$ cat config.mk
export PLATFORM = sky130hd
export DESIGN_NAME = cpu4_core
export DESIGN_NICKNAME = d
export VERILOG_FILES = /design/src/rtl/cpu4_pkg.sv /design/src/rtl/cpu4_fetch.sv /design/src/rtl/cpu4_decoder.sv /design/src/rtl/cpu4_pc.sv /design/src/rtl/cpu4_datapath.sv /design/src/rtl/cpu4_core.sv
export SDC_FILE = /design/constraint.sdc
export NUM_CORES = 1
export LEC_CHECK = 0
export BUFFER_PORTS_ARGS = -buffer_cell sky130_fd_sc_hd__buf_2
export CORE_MARGIN = 2
export CORE_UTILIZATION = 39
export DETAILED_ROUTE_END_ITERATION = 10
export PLACE_DENSITY = 0.78
export SYNTH_ARGS = -nofsm -noshare
export SYNTH_HDL_FRONTEND = slang
export SYNTH_SLANG_ARGS = --single-unit
$ cat constraint.sdc
create_clock -name clk_i -period 3.2 [get_ports clk_i]
set_input_delay 0.32 -clock clk_i [delete_from_list [all_inputs] [get_ports clk_i]]
set_output_delay 0.32 -clock clk_i [all_outputs]
set_load 0.005 [all_outputs]
$ cat src/rtl/cpu4_pkg.sv
package cpu4_pkg;
  localparam int OP_W = 4;

  // order matches opcode bits [1:0] of register-write instructions
  typedef enum logic [1:0] {
    SRC_A    = 2'b00,
    SRC_B    = 2'b01,
    SRC_IN   = 2'b10,
    SRC_ZERO = 2'b11
  } src_e;

  typedef struct packed {
    src_e src;
    logic ld_a;
    logic ld_b;
    logic ld_out;
    logic ld_pc;
  } ctrl_t;

  localparam logic [OP_W-1:0] OP_OUT_B   = 4'b1001;
  localparam logic [OP_W-1:0] OP_OUT_IMM = 4'b1011;
  localparam logic [OP_W-1:0] OP_JNC     = 4'b1110;
  localparam logic [OP_W-1:0] OP_JMP     = 4'b1111;
endpackage

$ cat src/rtl/cpu4_fetch.sv
module cpu4_fetch #(
  parameter int ADDR_W  = 4,
  parameter int INSTR_W = 8,
  localparam int DEPTH  = 1 << ADDR_W
) (
  input  logic [DEPTH*INSTR_W-1:0] prog_i,
  input  logic [ADDR_W-1:0]        pc_i,
  output logic [INSTR_W-1:0]       instr_o
);
  logic [INSTR_W-1:0] words [DEPTH];

  for (genvar i = 0; i < DEPTH; i++) begin : g_word
    assign words[i] = prog_i[i*INSTR_W +: INSTR_W];
  end

  assign instr_o = words[pc_i];
endmodule

$ cat src/rtl/cpu4_decoder.sv
module cpu4_decoder
  import cpu4_pkg::*;
(
  input  logic [OP_W-1:0] op_i,
  input  logic            carry_i,
  output ctrl_t           ctrl_o
);
  always_comb begin
    ctrl_o = '{src: SRC_ZERO, ld_a: 1'b0, ld_b: 1'b0, ld_out: 1'b0, ld_pc: 1'b0};
    if (!op_i[3]) begin
      ctrl_o.src  = src_e'(op_i[1:0]);
      ctrl_o.ld_a = !op_i[2];
      ctrl_o.ld_b = op_i[2];
    end else begin
      unique case (op_i)
        OP_OUT_B: begin
          ctrl_o.src    = SRC_B;
          ctrl_o.ld_out = 1'b1;
        end
        OP_OUT_IMM: ctrl_o.ld_out = 1'b1;
        OP_JNC:     ctrl_o.ld_pc  = !carry_i;
        OP_JMP:     ctrl_o.ld_pc  = 1'b1;
        default:    ;
      endcase
    end
  end
endmodule

$ cat src/rtl/cpu4_pc.sv
module cpu4_pc #(
  parameter int ADDR_W = 4
) (
  input  logic              clk_i,
  input  logic              rst_ni,
  input  logic              ld_i,
  input  logic [ADDR_W-1:0] target_i,
  output logic [ADDR_W-1:0] pc_o
);
  logic [ADDR_W-1:0] pc_q;

  always_ff @(posedge clk_i or negedge rst_ni) begin
    if (!rst_ni)   pc_q <= '0;
    else if (ld_i) pc_q <= target_i;
    else           pc_q <= pc_q + ADDR_W'(1);
  end

  assign pc_o = pc_q;


  pc_step_chk: assert property (@(posedge clk_i) disable iff (!rst_ni)
    !ld_i |=> pc_q == $past(pc_q) + ADDR_W'(1));

  pc_load_chk: assert property (@(posedge clk_i) disable iff (!rst_ni)
    ld_i |=> pc_q == $past(target_i));
endmodule

$ cat src/rtl/cpu4_datapath.sv
module cpu4_datapath
  import cpu4_pkg::*;
#(
  parameter int DATA_W = 4
) (
  input  logic              clk_i,
  input  logic              rst_ni,
  input  ctrl_t             ctrl_i,
  input  logic [DATA_W-1:0] imm_i,
  input  logic [DATA_W-1:0] in_i,
  output logic [DATA_W-1:0] out_o,
  output logic              carry_o
);
  logic [DATA_W-1:0] a_q, b_q, out_q, operand, sum;
  logic              carry_q, cout;

  always_comb begin
    unique case (ctrl_i.src)
      SRC_A:   operand = a_q;
      SRC_B:   operand = b_q;
      SRC_IN:  operand = in_i;
      default: operand = '0;
    endcase
  end

  assign {cout, sum} = {1'b0, operand} + {1'b0, imm_i};

  always_ff @(posedge clk_i or negedge rst_ni) begin
    if (!rst_ni) begin
      a_q     <= '0;
      b_q     <= '0;
      out_q   <= '0;
      carry_q <= 1'b0;
    end else begin
      carry_q <= cout;
      if (ctrl_i.ld_a)   a_q   <= sum;
      if (ctrl_i.ld_b)   b_q   <= sum;
      if (ctrl_i.ld_out) out_q <= sum;
    end
  end

  assign out_o   = out_q;
  assign carry_o = carry_q;


  a_hold_chk: assert property (@(posedge clk_i) disable iff (!rst_ni)
    !ctrl_i.ld_a |=> $stable(a_q));

  b_hold_chk: assert property (@(posedge clk_i) disable iff (!rst_ni)
    !ctrl_i.ld_b |=> $stable(b_q));

  out_hold_chk: assert property (@(posedge clk_i) disable iff (!rst_ni)
    !ctrl_i.ld_out |=> $stable(out_q));
endmodule

$ cat src/rtl/cpu4_core.sv
module cpu4_core
  import cpu4_pkg::*;
#(
  parameter int DATA_W   = 4,
  localparam int ADDR_W  = DATA_W,
  localparam int INSTR_W = OP_W + DATA_W,
  localparam int DEPTH   = 1 << ADDR_W
) (
  input  logic                     clk_i,
  input  logic                     rst_ni,
  input  logic [DATA_W-1:0]        in_i,
  input  logic [DEPTH*INSTR_W-1:0] prog_i,
  output logic [DATA_W-1:0]        out_o
);
  logic [ADDR_W-1:0]  pc;
  logic [INSTR_W-1:0] instr;
  logic [OP_W-1:0]    op;
  logic [DATA_W-1:0]  imm;
  logic               carry;
  ctrl_t              ctrl;

  assign op  = instr[INSTR_W-1 -: OP_W];
  assign imm = instr[DATA_W-1:0];

  cpu4_fetch #(.ADDR_W(ADDR_W), .INSTR_W(INSTR_W)) u_fetch (
    .prog_i (prog_i),
    .pc_i   (pc),
    .instr_o(instr)
  );

  cpu4_decoder u_dec (
    .op_i   (op),
    .carry_i(carry),
    .ctrl_o (ctrl)
  );

  cpu4_pc #(.ADDR_W(ADDR_W)) u_pc (
    .clk_i   (clk_i),
    .rst_ni  (rst_ni),
    .ld_i    (ctrl.ld_pc),
    .target_i(imm),
    .pc_o    (pc)
  );

  cpu4_datapath #(.DATA_W(DATA_W)) u_dp (
    .clk_i  (clk_i),
    .rst_ni (rst_ni),
    .ctrl_i (ctrl),
    .imm_i  (imm),
    .in_i   (in_i),
    .out_o  (out_o),
    .carry_o(carry)
  );


  one_dest_chk: assert property (@(posedge clk_i) disable iff (!rst_ni)
    $onehot0({ctrl.ld_a, ctrl.ld_b, ctrl.ld_out, ctrl.ld_pc}));

  jmp_target_chk: assert property (@(posedge clk_i) disable iff (!rst_ni)
    op == OP_JMP |=> pc == $past(imm));

  jnc_fall_chk: assert property (@(posedge clk_i) disable iff (!rst_ni)
    (op == OP_JNC && carry) |=> pc == $past(pc) + ADDR_W'(1));

  jnc_take_chk: assert property (@(posedge clk_i) disable iff (!rst_ni)
    (op == OP_JNC && !carry) |=> pc == $past(imm));

  jump_carry_chk: assert property (@(posedge clk_i) disable iff (!rst_ni)
    op[3:1] == 3'b111 |=> !carry);

  out_imm_chk: assert property (@(posedge clk_i) disable iff (!rst_ni)
    op == OP_OUT_IMM |=> out_o == $past(imm));
endmodule

==> metrics.log, run 1 <==
[metrics] status: finished, final reports clean
[metrics] CTS tree: built
[metrics] Max FO, Critical Path: 18
[metrics] path type of the worst setup path: register to register
[metrics] final count of negative-setup-slack endpoints: 0
[metrics] power spent charging and discharging nets: 0.001314 W
[metrics] Worst Max-Slew Pin Slew: 490.2 ps
[metrics] yosys synthesis warning count: 0
[metrics] layout cell share with drive strength beyond 1: 64.14%
[metrics] Initial Util: 40.73%
[metrics] drt first pass iters: 4
[metrics] pin count of the biggest net entering global routing: 24
[metrics] most common cell after layout, fill and taps aside: sky130_fd_sc_hd__buf_2
[metrics] Fmax achieved: 322.9 MHz
[metrics] Max-cap violations: 0
[metrics] Post-DP HPWL: 5016 um
[metrics] number of flip-flops and latches in the synthesized netlist: 17
[metrics] core region area: 5140 um2
[metrics] worst endpoint required time: 3350 ps
[metrics] static power due to leakage: 1.460 nW
[metrics] portion of the clock cycle consumed by the worst path in the final layout: 96.78%
[metrics] port buffer count: 137
[metrics] Final Skew: 3.110 ps
[metrics] Critical Path AT: 3240 ps
[metrics] Clk pwr share: 5.3%
[metrics] number of H-tree levels: 1
[metrics] Setup Slack @ Placement: 45.21 ps
[metrics] remaining max-slew budget at the tightest pin: 67.02%
[metrics] combinational cell fraction of total power: 80.3%
[metrics] number of nets in the layout: 445
[metrics] die area: 5969 um2
[metrics] CTS sink cnt: 17
[metrics] CTS Buffer Depth: 2
[metrics] clock slew seen by the registers of the worst setup and hold paths: 70 ps
[metrics] Die H: 77.26 um
[metrics] area of the mapped netlist: 2093 um2
[metrics] clk root buf: sky130_fd_sc_hd__clkbuf_8
[metrics] library cells used by synthesis: 38
[metrics] TritonCTS Buffers: 3
[metrics] Final Hold Fails: 0
[metrics] TNS Setup: 0 ps
[metrics] std cell rows: 26
[metrics] latest clock arrival within the worst-skew pair: 260 ps
[metrics] number of top-level pins: 138
[metrics] CP Launch Type: register
[metrics] max-slew violation count: 0
[metrics] Switching Fraction: 41.80%
[metrics] number of global-route vias before repair: 2216
[metrics] top library cells by usage in the layout, fill and taps aside: sky130_fd_sc_hd__buf_2, sky130_fd_sc_hd__mux2i_1, sky130_fd_sc_hd__dfrtp_1
[metrics] routed length per placed instance: 15.43 um
[metrics] synth-to-layout area growth: 41.90%
[metrics] peak ir drop on the vdd network: 0.5617 mV
[metrics] width of the die: 77.26 um
[metrics] Internal Dissipation: 0.001830 W
[metrics] placer congestion estimate: 0.8518
[metrics] post-detailed-routing wire length: 5772 um
[metrics] global-route wire length before repair: 9584 um
[metrics] number of standard cells after synthesis: 163
[metrics] remaining number of nets flagged by the antenna check after routing: 0
[metrics] time the final worst path needs with I/O delays and setup: 3097 ps
[metrics] Vias/cell: 5.340
[metrics] Antenna diodes: 0
[metrics] vias after detailed routing: 1997
[metrics] total power after layout: 0.003144 W
[metrics] Hold Path Class: register to register
[metrics] DR iter-0 viols: 38
[metrics] Pwr Density: 1058 nW/um2
[metrics] PnR worst setup slack: 103.0 ps
[metrics] Total GRT Usage: 20.29%
[metrics] DRC errors left: 0
[metrics] global route overflow: 0
[metrics] nature of the critical path endpoint: register
[metrics] Mapped Nets: 303
[metrics] proportion of synthesized chip area in sequential cells: 20.32%
[metrics] sequential group share of total power: 14.3%
[metrics] synthesized area per cell: 12.84 um2
[metrics] initial antenna violation count: 0
-- power by group through the flow --
| stage | Combinational [W] | Clock (W) | Sequential [W] |
|---|---|---|---|
| floorplan | 0.00190 | 0 | 0.000408 |
| detailed placement | 0.00241 | 0 | 0.000452 |
| global route | 0.00276 | 0.000182 | 0.000471 |
| global placement | 0.00233 | 0 | 0.000453 |
| finish | 0.00253 | 0.000168 | 0.000451 |
| CTS | 0.00242 | 0.000172 | 0.000449 |
-- state kept, by name, indices dropped and copies added, names as in the netlist --
signal and count:
u_dp.a_q 4, u_dp.b_q 4, u_dp.out_o 4, u_pc.pc_o 4
u_dp.carry_o 1
-- critical path, cell delays in order, from the launching register on --
cell	delay [ps]
sky130_fd_sc_hd__dfrtp_2	420
sky130_fd_sc_hd__buf_12	160
sky130_fd_sc_hd__mux2i_1	120
sky130_fd_sc_hd__mux4_2	500
sky130_fd_sc_hd__or3_1	380
sky130_fd_sc_hd__a21oi_2	170
sky130_fd_sc_hd__buf_4	140
sky130_fd_sc_hd__o2bb2ai_1	110
sky130_fd_sc_hd__ha_1	250
sky130_fd_sc_hd__a21o_1	170
sky130_fd_sc_hd__a21oi_2	150
sky130_fd_sc_hd__xnor2_1	120
sky130_fd_sc_hd__mux2_2	280
-- cells by family (layout without fill, tap and decap cells) --
logic type | Yosys count | after routing | synth area share [%]
simple gates | 36 | 36 | 9.803
compound gates | 18 | 18 | 6.455
xor+xnor | 4 | 4 | 1.674
fa+ha+maj | 6 | 6 | 3.945
buf+inv | 19 | 160 | 5.918
flops | 17 | 17 | 20.32
mux | 63 | 63 | 51.88
-- metal layers --
metal  GRT usage (%)  share of wire [%]  vias to the layer above
met4           7.321                1.8                        0
met3           3.412                6.4                        8
li1                -                  -                      949
met2           40.09                 56                       88
met1           21.09                 36                      952
met5               0                  0                        -
-- stage by stage --
step           utilization, %  cell area (um2)  hold slack [ps]  instances
5_1_grt                 57.79             2970            515.1        374
6_report                57.79             2970            503.3        374
2_1_floorplan               -             2093            24.41        163
3_3_place_gp            55.92             2874            256.6        369
4_1_cts                 57.01             2930            505.5        374
3_5_place_dp            55.92             2874            264.2        369
-- cell usage after synthesis (all sizes together) --
cell type / instances / area (um2)
nand2b: 3 / 18.77
nor3b: 2 / 15.01
inv: 8 / 30.03
a2111oi: 2 / 17.52
and3: 3 / 18.77
mux2: 16 / 183.9
nand3: 5 / 30.03
a22oi: 2 / 15.01
ha: 5 / 62.56
xnor2: 3 / 26.28
nor4: 2 / 12.51
o21ai: 3 / 15.01
a21boi: 1 / 11.26
mux4: 30 / 732.0
buf: 9 / 86.33
clkbuf: 2 / 7.510
o2bb2ai: 4 / 35.03
nor2: 5 / 18.77
nand2: 7 / 26.28
a21o: 1 / 7.510
nor3: 2 / 21.27
a2bb2oi: 1 / 8.760
or3: 1 / 6.260
mux2i: 17 / 170.2
o22ai: 1 / 6.260
nor2b: 6 / 37.54
dfrtp: 17 / 425.4
fa: 1 / 20.02
xor2: 1 / 8.760
a21oi: 3 / 18.77
-- repair_timing --
item	in CTS	in global routing
endpoints found under the hold margin	17	0
resized for setup	0	11
hold buffers	1	0
endpoints found under the setup margin	0	7
buffers inserted	0	0
-- path summary, 6_finish.rpt --
path,end,depth (start not counted),start,slack [ps]
min reg2reg,u_dp.out_o[0]$_DFFE_PN0P_,1,u_dp.out_o[0]$_DFFE_PN0P_,500
min,u_dp.out_o[0]$_DFFE_PN0P_,1,u_dp.out_o[0]$_DFFE_PN0P_,500
max,u_dp.b_q[3]$_DFFE_PN0P_,12,u_pc.pc_o[0]$_DFF_PN0_,100
max in group asynchronous,u_pc.pc_o[0]$_DFF_PN0_,2,rst_ni,2390
max reg2reg,u_dp.b_q[3]$_DFFE_PN0P_,12,u_pc.pc_o[0]$_DFF_PN0_,100
min in group asynchronous,u_dp.b_q[1]$_DFFE_PN0P_,2,rst_ni,520
-- area by class of cell --
type | instances | area, um2
Clock buffer | 3 | 41.29
Clock inverter | 1 | 5.005
Fill cell | 457 | 2170
Inverter | 8 | 30.03
Multi-Input combinational cell | 127 | 1580
Sequential cell | 17 | 426.7
Tap cell | 70 | 87.58
Timing Repair Buffer | 148 | 799.5
Power figures use the tool's default switching activity.
==> run 2, diff against run 1 <==
--- a/config.mk
+++ b/config.mk
@@ -6,6 +6,7 @@
 export NUM_CORES = 1
 export LEC_CHECK = 0
 export BUFFER_PORTS_ARGS = -buffer_cell sky130_fd_sc_hd__buf_2
+export CORE_ASPECT_RATIO = 0.6
 export CORE_MARGIN = 2
 export CORE_UTILIZATION = 39
 export DETAILED_ROUTE_END_ITERATION = 10
==> metrics.log, run 2 (synthesis gave the netlist of run 1 again) <==
[metrics] status: finished, final reports clean
[metrics] core region area: 5105 um2 (-0.68%)
[metrics] post-route insts no fill: 380 (+1.6%)
[metrics] remaining number of nets flagged by the antenna check after routing: 0 (unchanged)
[metrics] Placed Cells: 370 (+0.27%)
[metrics] Max FO, Critical Path: 9 (-9)
[metrics] Initial Util: 41.00% (+0.28 points)
[metrics] nature of the critical path endpoint: register
[metrics] remaining max-slew budget at the tightest pin: 72.86% (+5.8 points)
[metrics] layout cell share with drive strength beyond 1: 66.56% (+2.4 points)
[metrics] number of top-level pins: 138 (unchanged)
[metrics] Vias/cell: 5.395 (+1.0%)
[metrics] Final Hold Fails: 0 (unchanged)
[metrics] die area: 5989 um2 (+0.33%)
[metrics] clk root buf: sky130_fd_sc_hd__clkbuf_8
[metrics] path type of the worst setup path: register to register
[metrics] TNS Setup: 0 ps (unchanged)
[metrics] Final Skew: 4.877 ps (+1.767 ps)
[metrics] number of nets in the layout: 455 (+2.2%)
[metrics] CTS Buffer Depth: 2 (unchanged)
[metrics] startpoint of the worst hold path: u_dp.out_o[3]$_DFFE_PN0P_
[metrics] CTS sink cnt: 17 (unchanged)
[metrics] Critical Path AT: 3260 ps (+20 ps)
[metrics] cell depth of the worst min-delay path: 1 (unchanged)
[metrics] finished layout cell area: 3104 um2 (+4.5%)
[metrics] placer congestion estimate: 0.8997 (+5.6%)
[metrics] most common cell after layout, fill and taps aside: sky130_fd_sc_hd__buf_2
[metrics] WHS: 511.7 ps (+8.473 ps)
[metrics] Antenna diodes: 0 (unchanged)
[metrics] routed length per placed instance: 16.03 um (+3.9%)
[metrics] DR iter-0 viols: 82 (+120%)
[metrics] Fmax achieved: 320.7 MHz (-0.69%)
[metrics] CTS tree: built
[metrics] synth-to-layout area growth: 48.30%
[metrics] peak ir drop on the vdd network: 0.5037 mV (-10%)
[metrics] drt first pass iters: 4 (unchanged)
[metrics] cell depth of the worst flop-to-flop path: 12 (unchanged)
[metrics] Total GRT Usage: 20.69% (+0.41 points)
[metrics] Max-cap violations: 0 (unchanged)
[metrics] top library cells by usage in the layout, fill and taps aside: sky130_fd_sc_hd__buf_2, sky130_fd_sc_hd__mux2i_1
[metrics] final count of negative-setup-slack endpoints: 0 (unchanged)
[metrics] width of the die: 98.58 um (+28%)
[metrics] DRC errors left: 0 (unchanged)
[metrics] number of global-route vias before repair: 2133 (-3.7%)
[metrics] number of H-tree levels: 1 (unchanged)
[metrics] worst reg2reg startpoint: u_pc.pc_o[0]$_DFF_PN0_
[metrics] CP Launch Type: register
[metrics] post-detailed-routing wire length: 6093 um (+5.6%)
[metrics] Die H: 60.75 um (-21%)
[metrics] vias after detailed routing: 2050 (+2.7%)
[metrics] port buffer count: 137 (unchanged)
[metrics] clock slew seen by the registers of the worst setup and hold paths: 70 ps (about the same)
[metrics] total placed instance area: 2894 um2 (+0.70%)
[metrics] Pwr Density: 1104 nW/um2 (+4.3%)
[metrics] beginning of the critical path: u_pc.pc_o[0]$_DFF_PN0_
[metrics] RSZ-0062 raised after global routing: yes
[metrics] pin count of the biggest net entering global routing: 32 (+33%)
[metrics] TritonCTS Buffers: 3 (unchanged)
[metrics] latest clock arrival within the worst-skew pair: 260 ps (about the same)
[metrics] time the final worst path needs with I/O delays and setup: 3119 ps (+21.63 ps)
[metrics] static power due to leakage: 1.529 nW (+4.8%)
[metrics] worst endpoint required time: 3340 ps (about the same)
[metrics] global-route wire length before repair: 9694 um (+1.1%)
[metrics] total power after layout: 0.003428 W (+9.0%)
[metrics] portion of the clock cycle consumed by the worst path in the final layout: 97.46% (+0.68 points)
[metrics] Post-DP HPWL: 5088 um (+1.4%)
[metrics] std cell rows: 20 (-23%)
[metrics] initial antenna violation count: 0 (unchanged)
[metrics] global route overflow: 0 (unchanged)
[metrics] Worst Max-Slew Pin Slew: 407.1 ps (-83.10 ps)
[metrics] max-slew violation count: 0 (unchanged)
[metrics] Hold Path Class: register to register
[run 2: cell types whose count changed in the layout (fill, tap and decap cells not counted), sizes merged]
cell	before	now
buf	147	156
clkbuf	3	4
clkinv	1	0
clkinvlp	0	1
[run 2: stage by stage]
| stage | util (%) | setup slack [ps] |
|---|---|---|
| 2_1_floorplan | - | 53.50 |
| 3_5_place_dp | 56.69 | -121.3 |
| 5_1_grt | 60.81 | -33.74 |
| 6_report | 60.81 | 81.34 |
| 3_3_place_gp | 56.69 | 37.24 |
| 4_1_cts | 58.70 | 9.835 |
[run 2: worst max-delay path: stages (launching register included)]
cell and delay, ps:
sky130_fd_sc_hd__dfrtp_4 510, sky130_fd_sc_hd__buf_12 160, sky130_fd_sc_hd__mux2i_1 110, sky130_fd_sc_hd__mux4_2 490
sky130_fd_sc_hd__or3_4 360, sky130_fd_sc_hd__a21oi_4 180, sky130_fd_sc_hd__buf_6 120, sky130_fd_sc_hd__o2bb2ai_1 120
sky130_fd_sc_hd__ha_1 260, sky130_fd_sc_hd__a21o_1 170, sky130_fd_sc_hd__a21oi_2 160, sky130_fd_sc_hd__xnor2_2 90
sky130_fd_sc_hd__mux2_2 270
[run 2: what timing repair did]
item,4_1_cts,5_1_grt
buffers inserted,3,1
hold endpoints to repair,17,0
resized for setup,3,16
gates cloned,0,1
hold buffers,1,0
pin swaps,1,5
setup endpoints to repair,6,6
[run 2: final timing paths]
kind	to	slack, ps
worst max register to register	u_dp.a_q[3]$_DFFE_PN0P_	80
min in group asynchronous	u_dp.out_o[2]$_DFFE_PN0P_	520
worst min-delay path	u_dp.out_o[3]$_DFFE_PN0P_	510
worst min register to register	u_dp.out_o[3]$_DFFE_PN0P_	510
worst max-delay path	u_dp.a_q[3]$_DFFE_PN0P_	80
max in group asynchronous	u_pc.pc_o[0]$_DFF_PN0_	2360
[run 2: layer usage]
metal	vias to the layer above	track usage (%)	wire length [um]
li1	969	-	-
met1	966	26.19	2606
met2	111	38.00	2895
met4	0	2.935	43
met5	-	0	0
met3	4	5.069	548
[run 2: layout make-up]
type | instances | area [um2]
flip-flops and latches | 17 | 430.4
multi-input cells | 127 | 1613
well taps | 66 | 82.58
clock buffers | 3 | 41.29
repair buffers | 158 | 899.6
inverters | 8 | 30.03
clock inverters | 1 | 7.507
fillers | 439 | 2001
[run 2: report_power, final]
| part | leakage (nW) | internal [W] | total, W | switching (W) |
|---|---|---|---|---|
| Combinational | 1.31 | 0.00158 | 0.00280 | 0.00122 |
| Sequential | 0.199 | 0.000353 | 0.000464 | 0.000112 |
| Clock | 0.0217 | 0.0000877 | 0.000165 | 0.0000776 |
==> run 3, diff against run 2 <==
--- a/config.mk
+++ b/config.mk
@@ -8,9 +8,10 @@
 export BUFFER_PORTS_ARGS = -buffer_cell sky130_fd_sc_hd__buf_2
 export CORE_ASPECT_RATIO = 0.6
 export CORE_MARGIN = 2
-export CORE_UTILIZATION = 39
+export CORE_UTILIZATION = 43
 export DETAILED_ROUTE_END_ITERATION = 10
-export PLACE_DENSITY = 0.78
+export PLACE_DENSITY = 0.82
 export SYNTH_ARGS = -nofsm -noshare
 export SYNTH_HDL_FRONTEND = slang
+export SYNTH_HIERARCHICAL = 1
 export SYNTH_SLANG_ARGS = --single-unit
==> constraint.sdc (replaced) <==
create_clock -name clk_i -period 3.4 [get_ports clk_i]
set_input_delay 0.34 -clock clk_i [delete_from_list [all_inputs] [get_ports clk_i]]
set_output_delay 0.34 -clock clk_i [all_outputs]
set_load 0.005 [all_outputs]
==> metrics.log, run 3 <==
[metrics] Hold Path Class: primary input to async pin
[metrics] initial antenna violation count: 0 (unchanged)
[metrics] synthesized area per cell: 12.23 um2 (-4.8%)
[metrics] cell depth of the worst flop-to-flop path: 13 (+1)
[metrics] worst-path cell with the longest stage delay: sky130_fd_sc_hd__mux4_2
[metrics] library cells used by synthesis: 33 (-13%)
[metrics] Initial Util: 45.10% (+4.1 points)
[metrics] placer congestion estimate: 0.8568 (-4.8%)
[metrics] area share of the largest cell type after synthesis: 20.35% (+0.024 points)
[metrics] biggest area consumer among synthesized cells: sky130_fd_sc_hd__dfrtp_1
[metrics] Worst Max-Slew Pin Slew: 519.3 ps (+112.3 ps)
[metrics] DR iter-0 viols: 126 (+54%)
[metrics] dominant cell by count in the synthesized netlist: sky130_fd_sc_hd__mux4_2
[metrics] failing checks: hold timing
[metrics] clock slew seen by the registers of the worst setup and hold paths: 80 ps (about the same)
[metrics] peak ir drop on the vdd network: 0.6030 mV (+20%)
[metrics] worst endpoint required time: 3540 ps (+200 ps)
[metrics] Max-cap violations: 0 (unchanged)
[metrics] max-slew violation count: 0 (unchanged)
[metrics] drt first pass iters: 4 (unchanged)
[metrics] std cell rows: 19 (-5.0%)
[metrics] die area: 5454 um2 (-8.9%)
[metrics] Critical Path AT: 3430 ps (+170 ps)
[metrics] Post-DP HPWL: 5654 um (+11%)
[metrics] worst-case register-to-register setup slack: 110 ps (+30 ps)
[metrics] area of the mapped netlist: 2091 um2 (-0.12%)
[metrics] number of H-tree levels: 1 (unchanged)
[metrics] time the final worst path needs with I/O delays and setup: 3289 ps (+169.9 ps)
[metrics] CTS tree: built
[metrics] Final Hold Fails: 17 (+17)
[metrics] final count of negative-setup-slack endpoints: 0 (unchanged)
[metrics] remaining number of nets flagged by the antenna check after routing: 0 (unchanged)
[metrics] Commonest cells post-synth: sky130_fd_sc_hd__mux4_2, sky130_fd_sc_hd__dfrtp_1, sky130_fd_sc_hd__a22oi_1, sky130_fd_sc_hd__nand2_1, sky130_fd_sc_hd__mux4_1
[metrics] beginning of the critical path: u_pc/pc_o[0]$_DFF_PN0_
[metrics] number of top-level pins: 138 (unchanged)
[metrics] biggest area contributors in the synthesized netlist: sky130_fd_sc_hd__dfrtp_1, sky130_fd_sc_hd__mux4_2, sky130_fd_sc_hd__mux4_1
[metrics] top library cells by usage in the layout, fill and taps aside: sky130_fd_sc_hd__buf_2, sky130_fd_sc_hd__buf_4, sky130_fd_sc_hd__mux4_2
[metrics] Final Skew: 4.977 ps (+0.1004 ps)
[metrics] portion of the clock cycle consumed by the worst path in the final layout: 96.72% (-0.73 points)
[metrics] Antenna diodes: 0 (unchanged)
[metrics] Pwr Density: 1211 nW/um2 (+9.7%)
[metrics] static power due to leakage: 1.522 nW (-0.47%)
[metrics] number of global-route vias before repair: 2118 (-0.70%)
[metrics] final core occ: 67.61% (+6.8 points)
[metrics] routed length per placed instance: 17.75 um (+11%)
[metrics] total area of multi-input combinational cells: 1570 um2 (-2.6%)
[metrics] number of nets in the layout: 470 (+3.3%)
[metrics] DRC errors left: 0 (unchanged)
[metrics] worst reg2reg path endpoint: u_dp/a_q[3]$_DFFE_PN0P_
[metrics] path type of the worst setup path: register to register
[metrics] Vias/cell: 5.536 (+2.6%)
[metrics] post-detailed-routing wire length: 6958 um (+14%)
[metrics] global route overflow: 0 (unchanged)
[metrics] worst reg2reg startpoint: u_pc/pc_o[0]$_DFF_PN0_
[metrics] CTS Buffer Depth: 2 (unchanged)
[metrics] TritonCTS Buffers: 3 (unchanged)
[metrics] Total GRT Usage: 25.00% (+4.3 points)
[metrics] slowest stage delay, CP: 500 ps (about the same)
[metrics] proportion of register bits with asynchronous set or reset after synthesis: 100.0% (unchanged)
[metrics] vias after detailed routing: 2170 (+5.9%)
[metrics] area of all sequential standard cells: 426.7 um2 (-0.87%)
[metrics] remaining max-slew budget at the tightest pin: 65.38% (-7.5 points)
[metrics] Post-CTS Hold Buffers: 0 (-1)
[metrics] Fmax achieved: 304.1 MHz (-5.2%)
[metrics] number of flip-flops and latches in the synthesized netlist: 17 (unchanged)
[metrics] number of standard cells after synthesis: 171 (+4.9%)
[metrics] clk root buf: sky130_fd_sc_hd__clkbuf_8
[metrics] status: complete, but fails checks
[metrics] Die H: 58.01 um (-4.5%)
[metrics] fillcell total: 401 (-8.7%)
[metrics] CP Capture Point: u_dp/a_q[3]$_DFFE_PN0P_
[metrics] Mapped Nets: 311 (+2.6%)
[metrics] proportion of synthesized chip area in sequential cells: 20.35% (+0.024 points)
[metrics] width of the die: 94.02 um (-4.6%)
[metrics] latest clock arrival within the worst-skew pair: 270 ps (about the same)
[metrics] nature of the critical path endpoint: register
[metrics] number of synthesized flops with an enable pin: 0 (unchanged)
[metrics] core region area: 4636 um2 (-9.2%)
[metrics] global-route wire length before repair: 10310 um (+6.3%)
[metrics] CP Launch Type: register
[metrics] pin count of the biggest net entering global routing: 22 (-31%)
[metrics] port buffer count: 137 (unchanged)
[metrics] Max FO, Critical Path: 7 (-2)
[metrics] ys flop type: sky130_fd_sc_hd__dfrtp_1
[metrics] most common cell after layout, fill and taps aside: sky130_fd_sc_hd__buf_2
[metrics] synth-to-layout area growth: 49.91%
[metrics] WHS: -7.256 ps (-519.0 ps)
[metrics] CTS sink cnt: 17 (unchanged)
[metrics] Critical Path, Cell by Cell: buf_8 > mux4_2 > a22oi_2 > nand2_2 > nand2b_4 > a21o_4 > buf_6 > mux2i_1 > o21ai_1 > ha_1 > and2b_4 > a221oi_2 > o211ai_1
[metrics] yosys synthesis warning count: 6 (+6)
[metrics] layout cell share with drive strength beyond 1: 66.57% (about the same)
-- run 3: repair_timing --
action | CTS | global route
gates resized for setup | 6 | 17
setup buffers | 0 | 18
setup endpoints to repair | 6 | 6
pin swaps | 0 | 11
-- run 3: cells by family (layout without fill, tap and decap cells) --
logic type,Yosys count,in the layout,share of synthesized area (%)
AO/OA/AOI/OAI,36,36,12.57
buffers and inverters,20,178,6.882
flip-flops,17,17,20.35
adder cells (fa/ha/maj),6,6,3.950
XOR/XNOR,3,3,1.257
AND/OR/NAND/NOR,45,45,11.85
multiplexers,44,44,43.15
-- run 3: power breakdown --
| part | switching [W] | internal, W |
|---|---|---|
| logic | 0.00154 | 0.00168 |
| registers | 0.0000812 | 0.000328 |
| clock network | 0.0000824 | 0.0000829 |
-- run 3: worst min path at each step --
stage / start / end / cells past startpoint
final: rst_ni / u_pc/pc_o[1]$_DFF_PN0_ / 1
after global routing: rst_ni / u_pc/pc_o[1]$_DFF_PN0_ / 1
after global placement: rst_ni / u_dp/out_o[3]$_DFFE_PN0P_ / 1
after detailed placement: rst_ni / u_dp/out_o[3]$_DFFE_PN0P_ / 1
after floorplan: rst_ni / u_dp/a_q[0]$_DFFE_PN0P_ / 0
after CTS: rst_ni / u_pc/pc_o[1]$_DFF_PN0_ / 1
-- run 3: layout make-up --
cell class / instances / share of cell area (%)
multi-input combinational: 134 / 50.10
timing repair buffer: 169 / 31.62
sequential: 17 / 13.61
tap: 63 / 2.515
clock buffer: 3 / 1.317
inverter: 5 / 0.5988
clock inverter: 1 / 0.2395
-- run 3: through the flow --
stage	area [um2]	cells	worst slack, ps	power [W]	TNS [ps]
2_1_floorplan	2093	171	66.56	0.002495	0
3_3_place_gp	2877	370	82.14	0.003050	0
3_5_place_dp	2877	370	-114.2	0.003164	-376.8
4_1_cts	2950	374	28.33	0.003389	0
5_1_grt	3134	392	-28.16	0.004067	-28.16
6_report	3134	392	111.4	0.003795	0
-- run 3: critical path, delay by kind of cell, from the launching register on --
family	cells	cell delay, ps
flops	1	410
fa+ha+maj	1	380
compound gates	5	970
mux	2	660
buf+inv	2	260
simple gates	3	470
-- run 3: layer usage --
layer	global-route usage (%)	part of all wire [%]	wire [um]	vias to the layer above
met5	0	0	0	-
met4	3.520	0.34	24	0
met3	5.072	8.9	620	4
met2	39.59	45	3163	118
met1	37.03	45	3150	1037
li1	-	-	-	1011
